### src/rtl/ir_fifo_pkg.sv
package ir_fifo_pkg;
    localparam int BYTE_W      = 8;
    localparam int DEPTH_SMALL = 16;
    localparam int DEPTH_LARGE = 32;
    localparam int PTR_W       = $clog2(DEPTH_LARGE);
    localparam int CNT_W       = $clog2(DEPTH_LARGE + 1);
    localparam int SEL_W       = 2;

    typedef struct packed {
        logic [PTR_W-1:0] wr_ptr;
        logic [PTR_W-1:0] rd_ptr;
        logic [CNT_W-1:0] count;
        logic             overrun;
    } fifo_state_t;

    typedef struct packed {
        logic deep;
    } ctrl_state_t;
endpackage

### src/rtl/byte_fifo.sv
module byte_fifo
    import ir_fifo_pkg::*;
(
    input  logic              clk,
    input  logic              rst_n,
    input  logic              flush,
    input  logic [CNT_W-1:0]  cap,
    input  logic              push,
    input  logic [BYTE_W-1:0] push_data,
    input  logic              pop,
    output logic [BYTE_W-1:0] pop_data,
    output logic [CNT_W-1:0]  count,
    output logic              overrun
);
    fifo_state_t st_d, st_q;
    logic [BYTE_W-1:0] mem_q [DEPTH_LARGE];
    logic              we;
    logic              has_room;
    logic              has_data;

    function automatic logic [PTR_W-1:0] advance(input logic [PTR_W-1:0] p,
                                                  input logic [CNT_W-1:0] lim);
        if ({1'b0, p} == lim - CNT_W'(1)) return '0;
        return p + PTR_W'(1);
    endfunction

    assign has_room = st_q.count < cap;
    assign has_data = st_q.count != '0;

    always_comb begin
        st_d = st_q;
        we   = 1'b0;
        if (flush) begin
            st_d.wr_ptr = '0;
            st_d.rd_ptr = '0;
            st_d.count  = '0;
        end else begin
            if (push && has_room) begin
                we          = 1'b1;
                st_d.wr_ptr = advance(st_q.wr_ptr, cap);
            end
            if (push && !has_room) begin
                st_d.overrun = 1'b1;
            end
            if (pop && has_data) begin
                st_d.rd_ptr = advance(st_q.rd_ptr, cap);
            end
            st_d.count = st_q.count
                       + CNT_W'(push && has_room)
                       - CNT_W'(pop && has_data);
        end
    end

    always_ff @(posedge clk or negedge rst_n) begin
        if (!rst_n) st_q <= '0;
        else        st_q <= st_d;
    end

    always_ff @(posedge clk) begin
        if (we) mem_q[st_q.wr_ptr] <= push_data;
    end

    assign pop_data = has_data ? mem_q[st_q.rd_ptr] : '0;
    assign count    = st_q.count;
    assign overrun  = st_q.overrun;


    count_cap_chk: assert property (@(posedge clk) disable iff (!rst_n)
        st_q.count <= CNT_W'(DEPTH_LARGE));

    overrun_sticky_chk: assert property (@(posedge clk) disable iff (!rst_n)
        st_q.overrun |=> st_q.overrun);

    empty_pop_chk: assert property (@(posedge clk) disable iff (!rst_n)
        (st_q.count == '0 && pop && !push && !flush) |=> (st_q.count == '0));

    flush_empty_chk: assert property (@(posedge clk) disable iff (!rst_n)
        flush |=> (st_q.count == '0));
endmodule

### src/rtl/level_map.sv
module level_map
    import ir_fifo_pkg::*;
#(
    parameter bit IS_TX = 1'b0
) (
    input  logic             deep,
    input  logic [SEL_W-1:0] sel,
    output logic [CNT_W-1:0] level
);
    generate
        if (IS_TX) begin : g_tx
            always_comb begin
                unique case ({deep, sel})
                    3'b000:  level = CNT_W'(1);
                    3'b001:  level = CNT_W'(3);
                    3'b010:  level = CNT_W'(9);
                    3'b011:  level = CNT_W'(13);
                    3'b100:  level = CNT_W'(1);
                    3'b101:  level = CNT_W'(7);
                    3'b110:  level = CNT_W'(17);
                    default: level = CNT_W'(25);
                endcase
            end
        end else begin : g_rx
            always_comb begin
                unique case ({deep, sel})
                    3'b000:  level = CNT_W'(1);
                    3'b001:  level = CNT_W'(4);
                    3'b010:  level = CNT_W'(8);
                    3'b011:  level = CNT_W'(14);
                    3'b100:  level = CNT_W'(1);
                    3'b101:  level = CNT_W'(4);
                    3'b110:  level = CNT_W'(16);
                    default: level = CNT_W'(26);
                endcase
            end
        end
    endgenerate
endmodule

### src/rtl/ir_fifo_thresh_unit.sv
module ir_fifo_thresh_unit
    import ir_fifo_pkg::*;
(
    input  logic              clk,
    input  logic              rst_n,
    input  logic              deep_sel,
    input  logic [SEL_W-1:0]  rx_lvl_sel,
    input  logic [SEL_W-1:0]  tx_lvl_sel,
    input  logic              rx_push,
    input  logic [BYTE_W-1:0] rx_push_data,
    input  logic              rx_pop,
    output logic [BYTE_W-1:0] rx_pop_data,
    output logic [CNT_W-1:0]  rx_count,
    output logic              rx_overrun,
    input  logic              tx_push,
    input  logic [BYTE_W-1:0] tx_push_data,
    input  logic              tx_pop,
    output logic [BYTE_W-1:0] tx_pop_data,
    output logic [CNT_W-1:0]  tx_count,
    output logic              tx_overrun,
    output logic              rx_thresh_irq,
    output logic              tx_thresh_irq
);
    ctrl_state_t ctl_d, ctl_q;
    logic             flush;
    logic [CNT_W-1:0] cap;
    logic [CNT_W-1:0] rx_level;
    logic [CNT_W-1:0] tx_level;

    always_comb begin
        ctl_d      = ctl_q;
        ctl_d.deep = deep_sel;
    end

    always_ff @(posedge clk or negedge rst_n) begin
        if (!rst_n) ctl_q <= '0;
        else        ctl_q <= ctl_d;
    end

    assign flush = deep_sel != ctl_q.deep;
    assign cap   = ctl_q.deep ? CNT_W'(DEPTH_LARGE) : CNT_W'(DEPTH_SMALL);

    byte_fifo u_rx_fifo (
        .clk       (clk),
        .rst_n     (rst_n),
        .flush     (flush),
        .cap       (cap),
        .push      (rx_push),
        .push_data (rx_push_data),
        .pop       (rx_pop),
        .pop_data  (rx_pop_data),
        .count     (rx_count),
        .overrun   (rx_overrun)
    );

    byte_fifo u_tx_fifo (
        .clk       (clk),
        .rst_n     (rst_n),
        .flush     (flush),
        .cap       (cap),
        .push      (tx_push),
        .push_data (tx_push_data),
        .pop       (tx_pop),
        .pop_data  (tx_pop_data),
        .count     (tx_count),
        .overrun   (tx_overrun)
    );

    level_map #(.IS_TX(1'b0)) u_rx_level (
        .deep  (ctl_q.deep),
        .sel   (rx_lvl_sel),
        .level (rx_level)
    );

    level_map #(.IS_TX(1'b1)) u_tx_level (
        .deep  (ctl_q.deep),
        .sel   (tx_lvl_sel),
        .level (tx_level)
    );

    assign rx_thresh_irq = rx_count >= rx_level;
    assign tx_thresh_irq = tx_count <  tx_level;


    rx_empty_quiet_chk: assert property (@(posedge clk) disable iff (!rst_n)
        (rx_count == '0) |-> !rx_thresh_irq);

    tx_empty_irq_chk: assert property (@(posedge clk) disable iff (!rst_n)
        (tx_count == '0) |-> tx_thresh_irq);

    rx_small_cap_chk: assert property (@(posedge clk) disable iff (!rst_n)
        (!ctl_q.deep) |-> (rx_count <= CNT_W'(DEPTH_SMALL)));

    tx_small_cap_chk: assert property (@(posedge clk) disable iff (!rst_n)
        (!ctl_q.deep) |-> (tx_count <= CNT_W'(DEPTH_SMALL)));
endmodule

### config.mk
export PLATFORM = sky130hd
export DESIGN_NAME = ir_fifo_thresh_unit
export DESIGN_NICKNAME = d
export VERILOG_FILES = /design/src/rtl/ir_fifo_pkg.sv /design/src/rtl/byte_fifo.sv /design/src/rtl/level_map.sv /design/src/rtl/ir_fifo_thresh_unit.sv
export SDC_FILE = /design/constraint.sdc
export NUM_CORES = 1
export LEC_CHECK = 0
export ABC_AREA = 1
export BUFFER_PORTS_ARGS = -buffer_cell sky130_fd_sc_hd__buf_2
export CAP_MARGIN = 20
export CORE_MARGIN = 5
export CORE_UTILIZATION = 49
export CTS_CLUSTER_DIAMETER = 100
export CTS_CLUSTER_SIZE = 30
export DETAILED_ROUTE_END_ITERATION = 6
export GPL_TIMING_DRIVEN = 1
export SETUP_SLACK_MARGIN = 0.1
export SLEW_MARGIN = 10
export SYNTH_ARGS = -nofsm -noshare
export SYNTH_HDL_FRONTEND = slang
export SYNTH_HIERARCHICAL = 1
export SYNTH_SLANG_ARGS = --single-unit
### constraint.sdc
create_clock -name clk -period 3.5 [get_ports clk]
set_input_delay 0 -clock clk [delete_from_list [all_inputs] [get_ports clk]]
set_output_delay 0 -clock clk [all_outputs]
set_load 0.05 [all_outputs]
==> results.yml <==
worst_setup_path:
  endpoint_kind: "output port"
  cp_num_buf_inv: 2
  timing.rr.start: "ctl_q"
  startpoint: "u_rx_fifo/st_q[9]"
  critPathLaunchType: "flop"
  critical_path_arrival_ns: 3.18
  r2r_slack_ns: 0.36
  required_ns: 3.50
  worstSetupPathType: "reg2out"
  critPathSlowestCell: "nor2_4"
  cp_top_family: "simple AND/OR/NAND/NOR gates"
  crit_fanout: 34
  worst_path_largest_cell_delay_ns: 0.68
  crit_chain: "inv_2 -> nor2_4 -> a21oi_1 -> nand3_1 -> nand3_1 -> a21oi_1 -> buf_2"
clocking:
  clockBufferDepth: 3
  clkSinkCount: 547
  cts-buffers-inserted: 23
  cts_tree: "yes"
  cts.htree.levels: 1
  cts_root_buf: "clkbuf_16"
  path_clk_slew_ns: 0.11
  clkLatencyLatePin_ns: 0.58
  cts_setup_buffers: 0
synthesis:
  synth_area_leaders: "edfxtp_1 (63%), nand2_1 (13%), nand3_1 (7.2%)"
  yosys_register_bits: 547
  ys_seq_area_frac: 0.661
  yosys.area.top_type_share: 0.625
  netlist_instances: 2328
  netlist_area_um2: 24600
  synth_warnings: 6
  synth.largest_area_cell: "edfxtp_1"
  ys_types: 40
  synth_area_per_cell_um2: 10.6
sta:
  finalCritPeriodShare: 0.909
  fin_setup_tns_ns: 0
  setup_viol: 0
  setup_ws_ns: 0.319
  rsz0062_at_grt: "yes"
  worst_slew_pin_slew_ns: 0.862
  final_hold_viol_count: 0
  clock-skew-final_ns: 0.0236
  slew-limit-headroom: 0.425
  finalCriticalPeriod_ns: 3.18
  drv_slew: 0
  max_freq_mhz: 314
drt:
  via_per_inst: 5.39
  drc: 0
  first_pass_iters: 5
  final_antenna_net_count: 0
  vias: 16500
  first_iter_violations: 1428
  avgRoutedWirePerCell_um: 19.1
  routed_wl_um: 58300
layout:
  fin_cells: 3057
  utilization: 0.525
  drive_above_1_share: 0.0713
  mostFrequentLayoutCells: "nand2_1 (854), edfxtp_1 (512), nand3_1 (355)"
  nFillCells: 4490
  final_common_cell: "nand2_1"
  syn2layout_area_growth_pct: 6.57
  final_cell_area_um2: 26200
  seqCellArea_um2: 16300
  multi_input_area_um2: 7260
  num-nets-final: 2451
  antennaDiodeCount: 0
place:
  dpl-instance-area_um2: 25400
  place_ws_ns: 0.390
  gp_congestion: 0.843
  dp.cells: 3011
  portBuffers: 58
  hpwlAfterDp_um: 36700
floorplan:
  core_um2: 49900
  die_y_um: 234
  rows: 82
  ios: 59
  dieArea_um2: 54800
  die_w_um: 234
  initial_utilization: 0.493
pwr:
  combPwrFrac: 0.303
  clkPwrFrac: 0.214
  p_int_mw: 9.89
  p_leak_nw: 10.1
  seqPwrFrac: 0.484
  peakVddDrop_mv: 0.786
  powerDensity_nw_per_um2: 590
  switching_share: 0.360
  power.switching_mw: 5.57
min_path:
  min_from: "rx_push_data[4]"
  hold_class: "in2reg"
global_route:
  grt_max_degree: 132
  grtUsageTotal: 0.212
  antenna_found_initial: 0
  grt_pass1_wl_um: 90600
  grt-ovfl-total: 0
  grt_pass1_vias: 15800
flow_run:
  max_cap_violations: 0
status:
  status: "complete, no violations"
final cells by class:
| class | count | share of cell area |
|---|---|---|
| clock buffer | 31 | 0.0231 |
| multi-input combinational | 1590 | 0.277 |
| clock inverter | 6 | 0.00353 |
| inverter | 99 | 0.0144 |
| timing repair buffer | 112 | 0.0293 |
| sequential | 547 | 0.621 |
| tap | 672 | 0.0321 |
metal layers:
| layer | part of all wire | global-route usage | routed length (um) | up-vias |
|---|---|---|---|---|
| met5 | 0 | 0 | 0 | - |
| met4 | 0.030 | 0.0560 | 1740 | 0 |
| met3 | 0.048 | 0.0219 | 2800 | 94 |
| met2 | 0.49 | 0.362 | 28500 | 453 |
| met1 | 0.43 | 0.294 | 25200 | 7992 |
| li1 | - | - | - | 7944 |
synthesized netlist by cell type, drive strengths merged:
master and number:
a31o 2, a21oi 95, ha 49, buf 106, xor2 11, a21o 3, nor3b 1, o21bai 2
clkinv 3, o21ai 22, a21boi 3, nor2 127, xnor2 2, nor3 2, conb 4, clkbuf 15
nand4 11, edfxtp 512, and2 1, a31oi 2, dfrtp 35, inv 96, nand2 863, fa 2
nand3 356, or2 3
power groups by stage:
stage | clock network [mW] | logic, mW | registers [mW]
finish | 3.30 | 4.68 | 7.48
CTS | 3.40 | 4.68 | 7.48
global route | 3.62 | 5.19 | 7.50
floorplan | 0 | 3.60 | 7.54
global placement | 0 | 4.60 | 7.62
detailed placement | 0 | 4.65 | 7.63
worst reg2reg max path: cells and delay by family, from the launching register on:
kind,cells,cell delay [ns]
fa+ha+maj,4,1.20
simple gates,6,0.58
buf+inv,5,0.56
flops,1,0.42
compound gates,3,0.27
metrics by stage:
stage                     hold slack, ns  power [mW]
after floorplan                   -0.296        11.1
after global placement             0.157        12.2
after detailed placement           0.162        12.3
after CTS                         0.0108        15.6
after global routing              0.0262        16.3
final                             0.0190        15.5
state kept, by name, indices dropped and copies added (netlist names):
| signal | count |
|---|---|
| u_tx_fifo/st_q | 10 |
| u_tx_fifo/mem_q | 256 |
| u_rx_fifo/mem_q | 256 |
| u_rx_fifo/count | 6 |
| u_tx_fifo/overrun | 1 |
| ctl_q | 1 |
| u_rx_fifo/overrun | 1 |
| u_rx_fifo/st_q | 10 |
| u_tx_fifo/count | 6 |
repair_timing:
item	4_1_cts	5_1_grt
hold buffers	9	0
setup endpoints to repair	0	2
gates resized for setup	0	2
endpoints found under the hold margin	94	0
cell families after synthesis:
group	Yosys count	share of synthesized area
adder cells (fa/ha/maj)	51	0.0266
XOR/XNOR	13	0.00463
other	4	0.000611
AO/OA/AOI/OAI	129	0.0278
flip-flops	547	0.661
AND/OR/NAND/NOR	1364	0.231
buffers and inverters	220	0.0485
final timing paths:
kind                                               end  cells past startpoint
worst max-delay path                    rx_pop_data[0]                      7
worst min-delay path            u_rx_fifo/mem_q[10][4]                      1
worst max register to register      u_tx_fifo/count[4]                     18
worst min register to register       u_rx_fifo/overrun                      1
max in group asynchronous            u_tx_fifo/st_q[7]                      2
min in group asynchronous           u_rx_fifo/st_q[11]                      2
No activity file was read; power rests on OpenSTA's default activity.
